### config.mk
export PLATFORM = sky130hd
export DESIGN_NAME = flash_wr_seq
export DESIGN_NICKNAME = d
export VERILOG_FILES = /design/src/rtl/fwc_pkg.sv /design/src/rtl/fwc_bank_gate.sv /design/src/rtl/fwc_regs.sv /design/src/rtl/fwc_seq.sv /design/src/rtl/flash_wr_seq.sv
export SDC_FILE = /design/constraint.sdc
export NUM_CORES = 1
export LEC_CHECK = 0
export ABC_AREA = 1
export BUFFER_PORTS_ARGS = -buffer_cell sky130_fd_sc_hd__buf_2
export CAP_MARGIN = 20
export CORE_ASPECT_RATIO = 0.5
export CORE_MARGIN = 5
export CORE_UTILIZATION = 35
export CTS_CLUSTER_SIZE = 28
export DETAILED_ROUTE_END_ITERATION = 12
export PLACE_DENSITY = 0.63
export SYNTH_ARGS = -nofsm -noshare
export SYNTH_HDL_FRONTEND = slang
export SYNTH_SLANG_ARGS = --single-unit
### constraint.sdc
create_clock -name clk -period 4.8 [get_ports clk]
set_clock_uncertainty 0.2 [all_clocks]
set_input_delay 0.96 -clock clk [delete_from_list [all_inputs] [get_ports clk]]
set_output_delay 0.96 -clock clk [all_outputs]
set_load 0.05 [all_outputs]
### src/rtl/fwc_pkg.sv
// Shared definitions for the flash write-control sequencer.
// Assumes a 16-bit register bus and a 3-bit register index.
package fwc_pkg;
    localparam int unsigned DW = 16;
    localparam int unsigned IW = 3;

    typedef enum logic [1:0] {
        ST_IDLE = 2'd0,
        ST_RUN  = 2'd1,
        ST_HOLD = 2'd2,
        ST_REJ  = 2'd3
    } seq_st_e;

    typedef enum logic [1:0] {
        OP_NONE = 2'd0,
        OP_PGM  = 2'd1,
        OP_ERS  = 2'd2,
        OP_SPR  = 2'd3
    } eng_op_e;

    localparam logic [IW-1:0] IDX_STAT = 3'd0;
    localparam logic [IW-1:0] IDX_CMD  = 3'd1;
    localparam logic [IW-1:0] IDX_DATA = 3'd2;
    localparam logic [IW-1:0] IDX_ALO  = 3'd3;
    localparam logic [IW-1:0] IDX_AHI  = 3'd4;
    localparam logic [IW-1:0] IDX_ERR  = 3'd5;
    localparam logic [IW-1:0] IDX_PROT = 3'd6;

    localparam int unsigned CB_GO   = 15;
    localparam int unsigned CB_HOLD = 14;
    localparam int unsigned CB_PGM  = 13;
    localparam int unsigned CB_ERS  = 12;
    localparam int unsigned CB_SPR  = 11;
    localparam int unsigned CB_MOD  = 8;
endpackage

### src/rtl/fwc_bank_gate.sv
// Per-bank access gate: blocks bank reads and writes while the bank is busy.
// Assumes bank_sel addresses one of N_BANK banks; out-of-range selects hit nothing.
module fwc_bank_gate #(
    parameter int unsigned N_BANK = 2,
    localparam int unsigned BSW = (N_BANK > 1) ? $clog2(N_BANK) : 1
) (
    input  logic [N_BANK-1:0] busy,
    input  logic              bank_rd,
    input  logic              bank_wr,
    input  logic [BSW-1:0]    bank_sel,
    output logic              bank_trap,
    output logic              bank_wr_en
);
    logic [N_BANK-1:0] trap_v;
    logic [N_BANK-1:0] pass_v;

    for (genvar b = 0; b < N_BANK; b++) begin : g_bank
        // Decode the request onto this bank and apply its busy flag.
        always_comb begin
            trap_v[b] = bank_rd && (bank_sel == BSW'(b)) && busy[b];
            pass_v[b] = bank_wr && (bank_sel == BSW'(b)) && !busy[b];
        end
    end

    // Merge the per-bank results.
    always_comb begin
        bank_trap  = |trap_v;
        bank_wr_en = |pass_v;
    end
endmodule

### src/rtl/fwc_regs.sv
// Data, address, error and protection registers, plus the read mux.
// Assumes the sequencer supplies lock, busy and the command word. Writes are
// accepted only while unlocked. Reads other than the status word are masked while locked.
module fwc_regs
    import fwc_pkg::*;
#(
    parameter int unsigned N_BANK   = 2,
    parameter int unsigned AW       = 20,
    parameter logic [DW-1:0] BAD_WORD = 16'hFFFF,
    localparam int unsigned AHW = AW - DW
) (
    input  logic              clk,
    input  logic              rst_n,
    input  logic              bus_wr,
    input  logic              bus_rd,
    input  logic [IW-1:0]     bus_idx,
    input  logic [DW-1:0]     bus_wdata,
    output logic [DW-1:0]     bus_rdata,
    output logic              bus_trap,
    input  logic              lock,
    input  logic [N_BANK-1:0] busy,
    input  logic [DW-1:0]     cmd_word,
    input  logic              err_set,
    input  logic              prot_upd,
    output logic [AW-1:0]     tgt_addr
);
    logic [DW-1:0]  data_q;
    logic [DW-1:0]  alo_q;
    logic [AHW-1:0] ahi_q;
    logic           err_q;
    logic [DW-1:0]  prot_q;
    logic           wr_ok;

    // Software writes are only accepted while the register file is unlocked.
    always_comb wr_ok = bus_wr && !lock;

    // Register storage with lock gating, error set and protection update.
    always_ff @(posedge clk) begin
        if (!rst_n) begin
            data_q <= '0;
            alo_q  <= '0;
            ahi_q  <= '0;
            err_q  <= 1'b0;
            prot_q <= '1;
        end else begin
            if (wr_ok && bus_idx == IDX_DATA) data_q <= bus_wdata;
            if (wr_ok && bus_idx == IDX_ALO)  alo_q  <= bus_wdata;
            if (wr_ok && bus_idx == IDX_AHI)  ahi_q  <= bus_wdata[AHW-1:0];
            if (err_set)                      err_q  <= 1'b1;
            else if (wr_ok && bus_idx == IDX_ERR) err_q <= bus_wdata[0];
            if (prot_upd)                     prot_q <= prot_q & data_q;
        end
    end

    // Full target address for the window check.
    always_comb tgt_addr = {ahi_q, alo_q};

    // Read mux: status always visible, everything else masked while locked.
    always_comb begin
        bus_trap  = 1'b0;
        bus_rdata = '0;
        if (bus_idx == IDX_STAT) begin
            bus_rdata = DW'({busy, lock});
        end else if (lock) begin
            bus_rdata = BAD_WORD;
            bus_trap  = bus_rd;
        end else begin
            case (bus_idx)
                IDX_CMD:  bus_rdata = cmd_word;
                IDX_DATA: bus_rdata = data_q;
                IDX_ALO:  bus_rdata = alo_q;
                IDX_AHI:  bus_rdata = DW'(ahi_q);
                IDX_ERR:  bus_rdata = DW'(err_q);
                IDX_PROT: bus_rdata = prot_q;
                default:  bus_rdata = '0;
            endcase
        end
    end
endmodule

### src/rtl/fwc_seq.sv
// Operation sequencer: validates a start command, drives lock/busy, launches the
// engine and follows hold/resume and completion. Assumes eng_done is a one-cycle
// pulse, which is honoured only while the operation is running (not held).
module fwc_seq
    import fwc_pkg::*;
#(
    parameter int unsigned N_BANK = 2,
    parameter int unsigned AW     = 20,
    parameter logic [AW-1:0] WIN_LO = 20'h0EDFB0,
    parameter logic [AW-1:0] WIN_HI = 20'h0EDFBF
) (
    input  logic              clk,
    input  logic              rst_n,
    input  logic              cmd_wr,
    input  logic [DW-1:0]     wdata,
    input  logic [AW-1:0]     tgt_addr,
    input  logic              eng_done,
    output logic              lock,
    output logic [N_BANK-1:0] busy,
    output logic [DW-1:0]     cmd_word,
    output logic              eng_start,
    output logic [1:0]        eng_op,
    output logic              eng_mod,
    output logic              eng_hold,
    output logic              err_set,
    output logic              prot_upd
);
    seq_st_e st_q;
    eng_op_e op_q;
    logic    go_req;
    logic    one_op;
    logic    in_win;
    logic    cmd_ok;
    eng_op_e op_dec;

    // Command decode and validation.
    always_comb begin
        go_req = cmd_wr && wdata[CB_GO] && (st_q == ST_IDLE);
        one_op = $onehot({wdata[CB_PGM], wdata[CB_ERS], wdata[CB_SPR]});
        in_win = (tgt_addr >= WIN_LO) && (tgt_addr <= WIN_HI);
        cmd_ok = one_op && (!wdata[CB_SPR] || in_win);
        if (wdata[CB_PGM])      op_dec = OP_PGM;
        else if (wdata[CB_ERS]) op_dec = OP_ERS;
        else                    op_dec = OP_SPR;
    end

    // Side effects that land in the register file on the same edge.
    always_comb begin
        err_set  = go_req && !cmd_ok;
        prot_upd = (st_q == ST_RUN) && eng_done && (op_q == OP_SPR);
    end

    // Sequencer state, lock, busy and engine interface.
    always_ff @(posedge clk) begin
        if (!rst_n) begin
            st_q      <= ST_IDLE;
            op_q      <= OP_NONE;
            lock      <= 1'b0;
            busy      <= '0;
            cmd_word  <= '0;
            eng_start <= 1'b0;
            eng_mod   <= 1'b0;
            eng_hold  <= 1'b0;
        end else begin
            eng_start <= 1'b0;
            case (st_q)
                ST_IDLE: begin
                    if (go_req) begin
                        lock     <= 1'b1;
                        cmd_word <= wdata & DW'((1 << CB_GO) | (1 << CB_PGM) | (1 << CB_ERS)
                                               | (1 << CB_SPR) | (1 << CB_MOD));
                        if (cmd_ok) begin
                            st_q      <= ST_RUN;
                            busy      <= '1;
                            eng_start <= 1'b1;
                            op_q      <= op_dec;
                            eng_mod   <= wdata[CB_MOD];
                        end else begin
                            st_q <= ST_REJ;
                        end
                    end else if (cmd_wr) begin
                        cmd_word <= wdata & DW'((1 << CB_PGM) | (1 << CB_ERS)
                                               | (1 << CB_SPR) | (1 << CB_MOD));
                    end
                end
                ST_RUN: begin
                    if (eng_done) begin
                        st_q     <= ST_IDLE;
                        lock     <= 1'b0;
                        busy     <= '0;
                        cmd_word <= '0;
                        op_q     <= OP_NONE;
                        eng_mod  <= 1'b0;
                    end else if (cmd_wr && wdata[CB_HOLD]) begin
                        st_q     <= ST_HOLD;
                        busy     <= '0;
                        eng_hold <= 1'b1;
                        cmd_word[CB_HOLD] <= 1'b1;
                    end
                end
                ST_HOLD: begin
                    if (cmd_wr && !wdata[CB_HOLD]) begin
                        st_q     <= ST_RUN;
                        busy     <= '1;
                        eng_hold <= 1'b0;
                        cmd_word[CB_HOLD] <= 1'b0;
                    end
                end
                default: begin
                    st_q     <= ST_IDLE;
                    lock     <= 1'b0;
                    cmd_word <= '0;
                end
            endcase
        end
    end

    // Present the active operation code to the engine.
    always_comb eng_op = op_q;
endmodule

### src/rtl/flash_wr_seq.sv
// Top of the flash write-control sequencer: register file, sequencer and bank gate.
// Assumes a single-cycle register bus with combinational read data.
module flash_wr_seq
    import fwc_pkg::*;
#(
    parameter int unsigned N_BANK   = 2,
    parameter int unsigned AW       = 20,
    parameter logic [AW-1:0] WIN_LO = 20'h0EDFB0,
    parameter logic [AW-1:0] WIN_HI = 20'h0EDFBF,
    parameter logic [15:0] BAD_WORD = 16'hFFFF,
    localparam int unsigned BSW = (N_BANK > 1) ? $clog2(N_BANK) : 1
) (
    input  logic              clk,
    input  logic              rst_n,
    input  logic              bus_wr,
    input  logic              bus_rd,
    input  logic [2:0]        bus_idx,
    input  logic [15:0]       bus_wdata,
    output logic [15:0]       bus_rdata,
    output logic              bus_trap,
    input  logic              bank_rd,
    input  logic              bank_wr,
    input  logic [BSW-1:0]    bank_sel,
    output logic              bank_trap,
    output logic              bank_wr_en,
    output logic              eng_start,
    output logic [1:0]        eng_op,
    output logic              eng_mod,
    output logic              eng_hold,
    input  logic              eng_done,
    output logic              stat_lock,
    output logic [N_BANK-1:0] stat_busy
);
    logic [DW-1:0] cmd_word;
    logic [AW-1:0] tgt_addr;
    logic          err_set;
    logic          prot_upd;
    logic          cmd_wr;

    // Command register writes go to the sequencer.
    always_comb cmd_wr = bus_wr && (bus_idx == IDX_CMD);

    fwc_seq #(
        .N_BANK(N_BANK), .AW(AW), .WIN_LO(WIN_LO), .WIN_HI(WIN_HI)
    ) u_seq (
        .clk(clk), .rst_n(rst_n), .cmd_wr(cmd_wr), .wdata(bus_wdata),
        .tgt_addr(tgt_addr), .eng_done(eng_done), .lock(stat_lock),
        .busy(stat_busy), .cmd_word(cmd_word), .eng_start(eng_start),
        .eng_op(eng_op), .eng_mod(eng_mod), .eng_hold(eng_hold),
        .err_set(err_set), .prot_upd(prot_upd)
    );

    fwc_regs #(
        .N_BANK(N_BANK), .AW(AW), .BAD_WORD(BAD_WORD)
    ) u_regs (
        .clk(clk), .rst_n(rst_n), .bus_wr(bus_wr), .bus_rd(bus_rd),
        .bus_idx(bus_idx), .bus_wdata(bus_wdata), .bus_rdata(bus_rdata),
        .bus_trap(bus_trap), .lock(stat_lock), .busy(stat_busy),
        .cmd_word(cmd_word), .err_set(err_set), .prot_upd(prot_upd),
        .tgt_addr(tgt_addr)
    );

    fwc_bank_gate #(
        .N_BANK(N_BANK)
    ) u_gate (
        .busy(stat_busy), .bank_rd(bank_rd), .bank_wr(bank_wr),
        .bank_sel(bank_sel), .bank_trap(bank_trap), .bank_wr_en(bank_wr_en)
    );
endmodule

=== Word-level counts from Yosys, hierarchy flattened ===
Index checks and enable logic that the tools add are counted.

* Register bits after elaboration: 79
* Input bits: 27
* Output and inout port bits: 27
* Logic and storage cells: 128

* Add/subtract/negate cells: 2
* Magnitude comparators: 2
* Eq/ne operators: 18
* Multiplexer cells: 43
* Bitwise logic cells: 3
* Reductions and logical operators: 46

{| class="wikitable"
|+ Operator list
! cell !! count
|-
| $pmux 16 s6 || 1
|-
| $mux 16 || 4
|-
| $pmux 14 s3 || 1
|-
| $mux 2 || 14
|-
| $logic_and 1x1->1 || 23
|-
| $ge 20x20->1 const B || 1
|-
| $le 20x20->1 const B || 1
|-
| $and 16x16->16 || 1
|-
| $reduce_and 3->1 || 5
|-
| $mux 1 || 14
|-
| $mux 14 || 1
|-
| $pmux 2 s3 || 2
|-
| $eq 3x3->1 const B || 3
|-
| $pmux 1 s3 || 3
|-
| $reduce_and 4->1 || 2
|-
| $eq 3x2->1 const B || 2
|-
| $logic_not 1->1 || 6
|-
| $ne 2x1->1 const B || 3
|-
| $ne 2x2->1 const B || 3
|-
| $reduce_bool 2->1 || 3
|-
| $reduce_and 5->1 || 1
|-
| $eq 2x1->1 const B || 2
|-
| $eq 2x2->1 const B || 2
|-
| $pmux 1 s2 || 2
|-
| other kinds (12) || 14
|}

=== Longest topological paths before layout ===
Gate-level depths: netlist of the first run.

* Depth after elaboration: 7
* Gate-level depth with buffers: 12
* Depth with buffers taken out: 12

=== By module ===
A second synthesis of the first run with hierarchy kept.

* Cells, all modules: 533
* Area, all modules: 3525.9 um2

{| class="wikitable"
|+ By module, submodules not included
! module !! instances !! cells each !! area an instance (um2) !! seq. area each (um2)
|-
| fwc_regs || 1 || 377 || 2522.4 || 1061.0
|-
| fwc_seq || 1 || 142 || 943.4 || 300.3
|-
| fwc_bank_gate || 1 || 9 || 38.8 || 0.0
|-
| flash_wr_seq || 1 || 5 || 21.3 || 0.0
|}

=== Least setup slack after synthesis of the first run ===
OpenSTA, ideal clock, no wires.

* Path kind: in2out
* Start point: input bus_idx[0]
* End point: output bus_rdata[7]
* Data arrival time: 2.079 ns
* Required time: 3.640 ns
* Path slack: 1.561 ns
* Stages on the path: 5
* Path buffers: 1
* Cell sequence: nor2_1 nand2_1 nand2_1 clkbuf_1 nand4_1

* Longest elaborated chain between the ends: 4

{| class="wikitable"
|+ Ends and longest elaborated chain
! what !! RTL line !! source
|-
| start: declaration || flash_wr_seq.sv:17 || <nowiki>input logic [2:0] bus_idx,</nowiki>
|-
| $eq 3x3->1 (tied with other cells) || fwc_regs.sv:68 || <nowiki>case (bus_idx)</nowiki>
|-
| $pmux 16 s6 || fwc_regs.sv:68 ||
|-
| $mux 16 || fwc_regs.sv:64 || <nowiki>end else if (lock) begin</nowiki>
|-
| $mux 16 * || fwc_regs.sv:62 || <nowiki>if (bus_idx == IDX_STAT) begin</nowiki>
|-
| end: declaration || flash_wr_seq.sv:19 || <nowiki>output logic [15:0] bus_rdata,</nowiki>
|}

Mark *: on every way between the ends. The rest lies on a longest branch, timed or not.

=== Worst setup path after layout of the first run ===
* Start point: input bus_idx[0]
* End point: output bus_rdata[1]

The elaborated chain is that of the path after synthesis.

==> results of run 1 <==
-- synth_stat cells --
library cell  count  share of area
a21oi_1          22          0.036
a221oi_1          2         0.0057
a22oi_1          15          0.037
a31oi_1           1         0.0020
buf_1             1         0.0012
buf_2             6         0.0098
buf_4             2         0.0049
buf_6             1         0.0037
clkbuf_1          8         0.0098
clkbuf_2          1         0.0016
dfxtp_1          68           0.44
fa_1              1         0.0065
inv_1            41          0.050
inv_2             5         0.0061
inv_4             1         0.0020
nand2_1          77          0.094
nand2_2           5          0.010
nand2_4           1         0.0037
nand3_1          18          0.029
nand3_2           2         0.0065
nand3b_1          1         0.0024
nand4_1           8          0.016
nor2_1           74          0.090
nor2_2            1         0.0020
nor2_4            5          0.018
o2111ai_1         3         0.0086
o211ai_1          1         0.0024
o21ai_0          50          0.081
o21ai_1           9          0.015
-- cell families after synthesis --
group	after synthesis	synth area share
simple gates	192	0.273
flops	68	0.443
fa+ha+maj	1	0.00652
compound gates	103	0.187
buf+inv	66	0.0892
-- registers in the layout, indices dropped and copies added, names as in the netlist --
register         flops
u_regs.prot_q       16
u_seq.lock           1
u_regs.alo_q        16
u_seq.eng_mod        1
u_seq.cmd_word       6
u_seq.st_q           2
u_seq.eng_start      1
u_regs.data_q       16
u_regs.ahi_q         4
u_seq.eng_hold       1
u_seq.eng_op         2
u_regs.err_q         1
u_seq.busy           1
-- layout make-up --
cell class,instances,area (um^2),area share
sequential,68,1360,0.364
clock buffer,9,225,0.0602
tap,117,146,0.0391
inverter,47,179,0.0478
clock inverter,6,114,0.0304
timing repair buffer,55,283,0.0755
multi-input combinational,296,1440,0.383
-- layer usage --
metal  share of wire  up-vias  global-route usage
met3           0.061       21              0.0502
met5               0        -                   0
met4           0.023        0              0.0626
met1            0.47     1342               0.207
met2            0.45       94               0.255
li1                -     1499                   -
-- power by group through the flow --
stage	clock network (mW)	registers, mW	logic, mW
final	0.751	0.662	0.500
after global routing	0.788	0.668	0.553
after CTS	0.761	0.661	0.505
after detailed placement	0	0.673	0.503
after global placement	0	0.671	0.500
after floorplan	0	0.713	0.349
-- worst max-delay path, cell delays in order --
cell	delay, ps
buf_2	130
nor2_1	130
nand2_1	80
nand2_1	520
o21ai_0	210
inv_1	120
o2111ai_1	110
buf_2	230
-- final timing paths --
path                                  from                            end  slack [ps]  cells after the start
max                             bus_idx[0]                   bus_rdata[1]        1140                      8
min          u_regs.prot_q[0]$_SDFFE_PN1P_  u_regs.prot_q[0]$_SDFFE_PN1P_         250                      2
max reg2reg        u_seq.lock$_SDFFE_PN0P_  u_regs.data_q[1]$_SDFFE_PN0P_        2850                      7
min reg2reg  u_regs.prot_q[0]$_SDFFE_PN1P_  u_regs.prot_q[0]$_SDFFE_PN1P_         250                      2
==> results_dict.tcl, run 1 <==
set metrics [dict create \
    status "finished clean" \
    yosysSeqAreaShare 0.443 \
    placed_area_um2 3400 \
    whs_ps 254 \
    hold_buffers 0 \
    setup_viol 0 \
    gp_congestion 0.891 \
    tns_ps 0 \
    die_x_um 142 \
    drc 0 \
    ys_warn_count 0 \
    path_clk_slew_ps 50 \
    netSwitchingPower_mw 0.654 \
    cts_tree "done" \
    overflow 0 \
    wl_per_cell_um 14.4 \
    rsz0062_at_grt "false" \
    numPlacedInstances 582 \
    p_leak_nw 1.74 \
    stdcell_count 598 \
    core_um2 8620 \
    hold_violations 0 \
    finalCritPeriodShare 0.763 \
    clkPwrFrac 0.393 \
    fin_ws_ps 1140 \
    drive_gt1_frac 0.187 \
    via_per_inst 4.94 \
    synth-seq-cells 68 \
    power.total_mw 1.91 \
    num_io_pins 54 \
    slew_violations 0 \
    worstSetupStartpointType "input pin" \
    required_ps 3640 \
    drtAntennaViolNets 0 \
    die_h_um 76.2 \
    fillerInstances 895 \
    synth_cell_types 29 \
    powerDensity_nw_per_um2 511 \
    clk_latency_ps 330 \
    relSlewSlack 0.342 \
    die_area_um2 10900 \
    port_buffers 52 \
    finalCriticalPeriod_ps 3660 \
    p_comb_frac 0.261 \
    clock-sinks 68 \
    fp-row-count 24 \
    cts_root_buf "clkbuf_16" \
    syn2layout_area_growth_pct 21.9 \
    syn_area_um2 3070 \
    wl_um 8620 \
    syn-num-nets 458 \
    grt_usage 0.162 \
    antenna_cells 0 \
    initial_core_util 0.356 \
    internal-power_mw 1.26 \
    final_common_cell "nand2_1" \
    numCtsBuffers 9 \
    route.vias.total 2956 \
    dp_slack_ps 1170 \
    cp-end-kind "output pin" \
    grt_start_max_net_pins 62 \
    max_cap_violations 0 \
    worstSetupPathType "in -> out" \
    utilization 0.434 \
    antenna_found_initial 0 \
    worstPathMaxFanout 15 \
    nets 505 \
    cts_htree_levels 3 \
    cts.repair.resized 0 \
    grt_pass1_wl_um 14100 \
    swShare 0.342 \
    tightestPinTransition_ps 987 \
    seqPwrFrac 0.346 \
    hp-class "reg -> reg" \
    dp_hpwl_um 5760 \
    drt_first_pass_iters 6 \
    grt_pass1_vias 2852 \
    post_cts_buffers 0 \
    max-vdd-ir-drop_mv 0.230 \
    final_area_um2 3740 \
    max_freq_ghz 0.273 \
    syn_avg_cell_area_um2 7.14 \
    synthCells 430 \
    cts.path.max_buffers 2 \
    mostFrequentLayoutCells "nand2_1, nor2_1, dfxtp_1, buf_2, o21ai_0" \
    drtIter0Drc 182 \
    cp_data_arrival_time_ps 2500 \
]
Power figures use the tool's default switching activity.
==> run 2, diff against run 1 <==
clock period = 3.5 ns   (was 4.8 ns; I/O delays follow)
==> run 2 against run 1 <==
  * Global-route usage grew 0.45 points
  * Setup slack got worse by 590 ps
  * Clock power up 25%
  * Via count grew 1.1%
  * Non-clock buffer count up 7
  * Combinational power grew 38%
  * Highest routed layer unchanged
==> results_dict.tcl, run 2 (synthesis gave the netlist of run 1 again) <==
set metrics [dict create \
    worstSetupPathType "in -> out" \
    hold_buffers 0 \
    syn2layout_area_growth_pct 22.5 \
    grt_pass1_wl_um 14500 \
    cts_root_buf "clkbuf_16" \
    cts.repair.resized 0 \
    tns_ps 0 \
    drc 0 \
    hp-class "reg -> reg" \
    die_h_um 76.2 \
    worstPathMaxFanout 10 \
    grt_usage 0.166 \
    wl_um 8650 \
    drt_first_pass_iters 4 \
    via_per_inst 4.94 \
    required_ps 2600 \
    rsz0062_at_grt "false" \
    die_area_um2 10900 \
    max_freq_ghz 0.338 \
    mostFrequentLayoutCells "nand2_1, nor2_1, dfxtp_1, buf_2, o21ai_0" \
    grt_pass1_vias 2846 \
    hold_violations 0 \
    wl_met2_um 3860 \
    grt_start_max_net_pins 45 \
    core_um2 8620 \
    cpLargestDelayFamily "buffers and inverters" \
    die_x_um 142 \
    post_cts_buffers 0 \
    dp_hpwl_um 6040 \
    top_layer_used "met4" \
    port_buffers 52 \
    cp-end-kind "output pin" \
    numCtsBuffers 9 \
    drive_gt1_frac 0.199 \
    clk_latency_ps 330 \
    wl_met1_um 4240 \
    status "finished clean" \
    setup_viol 0 \
    relSlewSlack 0.511 \
    fp-row-count 24 \
    worstSetupStartpointType "input pin" \
    p_leak_nw 1.78 \
    powerDensity_nw_per_um2 675 \
    nets 512 \
    placed_area_um2 3460 \
    critPathSlowestCell "a221oi_1" \
    max-vdd-ir-drop_mv 0.302 \
    route.vias.total 2989 \
    tightestPinTransition_ps 733 \
    antenna_cells 0 \
    cp_slowest_stage_delay_ps 260 \
    num_io_pins 54 \
    gp_congestion 0.894 \
    critPathBufInv 5 \
    max_cap_violations 0 \
    cts.path.max_buffers 2 \
    path_clk_slew_ps 50 \
    largest_registers "u_regs.alo_q: 16 flops, u_regs.data_q: 16 flops, u_regs.prot_q: 16 flops" \
    antenna_found_initial 0 \
    cts_htree_levels 3 \
    drtAntennaViolNets 0 \
    cp_common_cell "nand2_1" \
    cp_data_arrival_time_ps 2060 \
    slew_violations 0 \
    cts_tree "done" \
    final_area_um2 3760 \
    wl_per_cell_um 14.3 \
    cp_cell_sequence "buf_2 -> inv_2 -> nand3_1 -> inv_1 -> buf_4 -> nand2_1 -> nand2_1 -> a221oi_1 -> nand2_1 -> buf_2" \
    initial_core_util 0.356 \
    clock-sinks 68 \
    finalCriticalPeriod_ps 2960 \
    final_common_cell "nand2_1" \
    drtIter0Drc 168 \
    finalCritPeriodShare 0.845 \
    wl_met3_um 455 \
    overflow 0 \
]
-- run 2: cell types whose count changed in the layout (fill, tap and decap cells not counted), sizes merged --
| cell | previous run | this run |
|---|---|---|
| clkinv | 1 | 4 |
| bufinv | 3 | 2 |
| buf | 55 | 62 |
| clkinvlp | 2 | 0 |
-- run 2: tightest hold or removal path, cell delays in order, from the launching register on --
cell and delay, ps:
dfxtp_1 300, o21ai_0 60, nand2_1 50
-- run 2: report_power, final --
| group | switching, mW | internal, mW |
|---|---|---|
| combinational | 0.498 | 0.194 |
| clock | 0.325 | 0.614 |
| sequential | 0.0627 | 0.845 |
-- run 2: cell type report --
| type | count | area (um^2) |
|---|---|---|
| Inverter | 47 | 179 |
| Tap cell | 117 | 146 |
| Multi-Input combinational cell | 296 | 1440 |
| Timing Repair Buffer | 62 | 335 |
| Sequential cell | 68 | 1360 |
| Clock inverter | 6 | 80.1 |
| Clock buffer | 9 | 225 |
| Fill cell | 902 | 4860 |
-- run 2: stage by stage --
stage,power (mW),hold slack (ps),util,setup WS (ps),instances
finish,2.54,256,0.437,543,605
global route,2.67,282,0.437,429,605
CTS,2.56,256,0.437,562,605
detailed placement,1.62,245,0.401,547,590
global placement,1.61,237,0.401,586,590
floorplan,1.46,224,-,781,430
-- run 2: layer usage --
layer  GRT usage  vias to the layer above
met4      0.0503                        0
met5           0                        -
met3      0.0470                       10
met2       0.253                       70
met1       0.229                     1389
li1            -                     1520
-- run 2: path summary, 6_finish.rpt --
path	startpoint	endpoint	slack (ps)	depth (start not counted)
setup / recovery	bus_idx[2]	bus_rdata[2]	540	10
setup reg to reg	u_seq.lock$_SDFFE_PN0P_	u_regs.data_q[5]$_SDFFE_PN0P_	1510	7
hold reg to reg	u_regs.prot_q[4]$_SDFFE_PN1P_	u_regs.prot_q[4]$_SDFFE_PN1P_	260	2
hold / removal	u_regs.prot_q[4]$_SDFFE_PN1P_	u_regs.prot_q[4]$_SDFFE_PN1P_	260	2
==> run 3, diff against run 2 <==
PLACE_DENSITY = 0.65   (was 0.63)
clock period = 2.4 ns   (was 3.5 ns; I/O delays follow)
==> run 3 against run 2 <==
  * Hold slack got worse by 74 ps
  * Largest cell class unchanged
  * Largest power group unchanged
  * Cell count rose by 1.5%
  * Global-route usage fell by 0.23 points
  * Non-clock buffer count rose by 8
  * Combinational power rose by 49%
  * Setup slack got worse by 470 ps
  * Highest routed layer unchanged
==> results_dict.tcl, run 3 (synthesis gave the netlist of run 1 again) <==
set metrics [dict create \
    status "finished clean" \
    max_freq_ghz 0.430 \
    cp_data_arrival_time_ps 1640 \
    drt_first_pass_iters 4 \
    clk_latency_ps 330 \
    syn2layout_area_growth_pct 26.3 \
    max-vdd-ir-drop_mv 0.417 \
    path_clk_slew_ps 60 \
    required_ps 1720 \
    overflow 0 \
    grt_start_max_net_pins 46 \
    grt_pass1_vias 2803 \
    clkPwrFrac 0.391 \
    route.vias.total 2981 \
    fp-row-count 24 \
    post_cts_buffers 0 \
    drtIter0Drc 225 \
    powerDensity_nw_per_um2 997 \
    core_um2 8620 \
    whs_ps 182 \
    grt_usage 0.164 \
    p_comb_frac 0.266 \
    cp-end-kind "output pin" \
    cts_htree_levels 3 \
    nets 520 \
    worstSetupPathType "in -> out" \
    cts_tree "done" \
    grt_pass1_wl_um 14100 \
    worstSetupStartpointType "input pin" \
    wl_per_cell_um 14.0 \
    die_area_um2 10900 \
    slew_violations 0 \
    p_leak_nw 1.82 \
    rsz0062_at_grt "false" \
    tns_ps 0 \
    clock-sinks 68 \
    finalCriticalPeriod_ps 2320 \
    drc 0 \
    wl_um 8590 \
    die_h_um 76.2 \
    stdcell_count 614 \
    antenna_found_initial 0 \
    initial_core_util 0.356 \
    max_cap_violations 0 \
    antenna_cells 0 \
    numCtsBuffers 9 \
    finalCritPeriodShare 0.968 \
    cts_root_buf "clkbuf_16" \
    num_io_pins 54 \
    gp_congestion 0.878 \
    relSlewSlack 0.680 \
    final_common_cell "nand2_1" \
    port_buffers 52 \
    hold_violations 0 \
    tightestPinTransition_ps 480 \
    seqPwrFrac 0.343 \
    hp-class "in -> reg" \
    netSwitchingPower_mw 1.33 \
    cts.path.max_buffers 2 \
    via_per_inst 4.86 \
    internal-power_mw 2.53 \
    drive_gt1_frac 0.217 \
    drtAntennaViolNets 0 \
    mostFrequentLayoutCells "nand2_1, nor2_1, dfxtp_1, o21ai_0, buf_2" \
    dp_hpwl_um 6010 \
    largest_registers "u_regs.alo_q: 16 flops, u_regs.data_q: 16 flops, u_regs.prot_q: 16 flops" \
    die_x_um 142 \
    swShare 0.344 \
    fillerInstances 903 \
    worstPathMaxFanout 4 \
    setup_viol 0 \
    numPlacedInstances 598 \
]
[run 3: through the flow]
step	worst slack (ps)	instance area (um^2)	utilization	power, mW
final	76.9	3880	0.450	3.86
after global routing	8.34	3880	0.450	4.06
after CTS	33.0	3870	0.449	3.89
after detailed placement	33.7	3530	0.410	2.37
after global placement	51.5	3530	0.410	2.36
after floorplan	97.9	3070	-	2.12
[run 3: repair_timing]
action,4_1_cts,5_1_grt
hold buffers,0,0
resized for setup,0,5
setup endpoints to repair,0,2
[run 3: power groups by stage]
stage	clock network (mW)	registers, mW	logic, mW
6_report	1.51	1.32	1.03
3_3_place_gp	0	1.34	1.02
2_1_floorplan	0	1.43	0.698
5_1_grt	1.59	1.34	1.13
3_5_place_dp	0	1.35	1.02
4_1_cts	1.54	1.33	1.03
[run 3: layout make-up]
class                   count  area [um^2]  share of cell area
flip-flops and latches     68         1360               0.351
clock buffers               9          225              0.0581
well taps                 117          146              0.0378
repair buffers             70          413               0.106
clock inverters             7          115              0.0297
multi-input cells         296         1440               0.371
inverters                  47          179              0.0461
[run 3: layer usage]
layer | vias to the layer above | part of all wire | track usage | routed length, um
met2 | 73 | 0.46 | 0.259 | 3940
met1 | 1364 | 0.47 | 0.214 | 4030
met3 | 13 | 0.056 | 0.0470 | 477
met5 | - | 0 | 0 | 0
li1 | 1531 | - | - | -
met4 | 0 | 0.017 | 0.0560 | 144
[run 3: path summary, 6_finish.rpt]
kind	start	endpoint	slack [ps]	depth (start not counted)
worst max-delay path	bus_idx[0]	bus_rdata[0]	80	8
worst min-delay path	bus_wdata[4]	u_regs.data_q[4]$_SDFFE_PN0P_	180	3
worst max register to register	u_seq.st_q[0]$_SDFFE_PN0P_	u_regs.prot_q[3]$_SDFFE_PN1P_	700	5
worst min register to register	u_regs.prot_q[4]$_SDFFE_PN1P_	u_regs.prot_q[4]$_SDFFE_PN1P_	260	2
[run 3: critical path, stage by stage]
cell      delay [ps]
buf_2            120
buf_4            110
nor2_1            50
nand2_1          140
inv_1             80
a221oi_1         320
nand3_1          120
buf_4            210
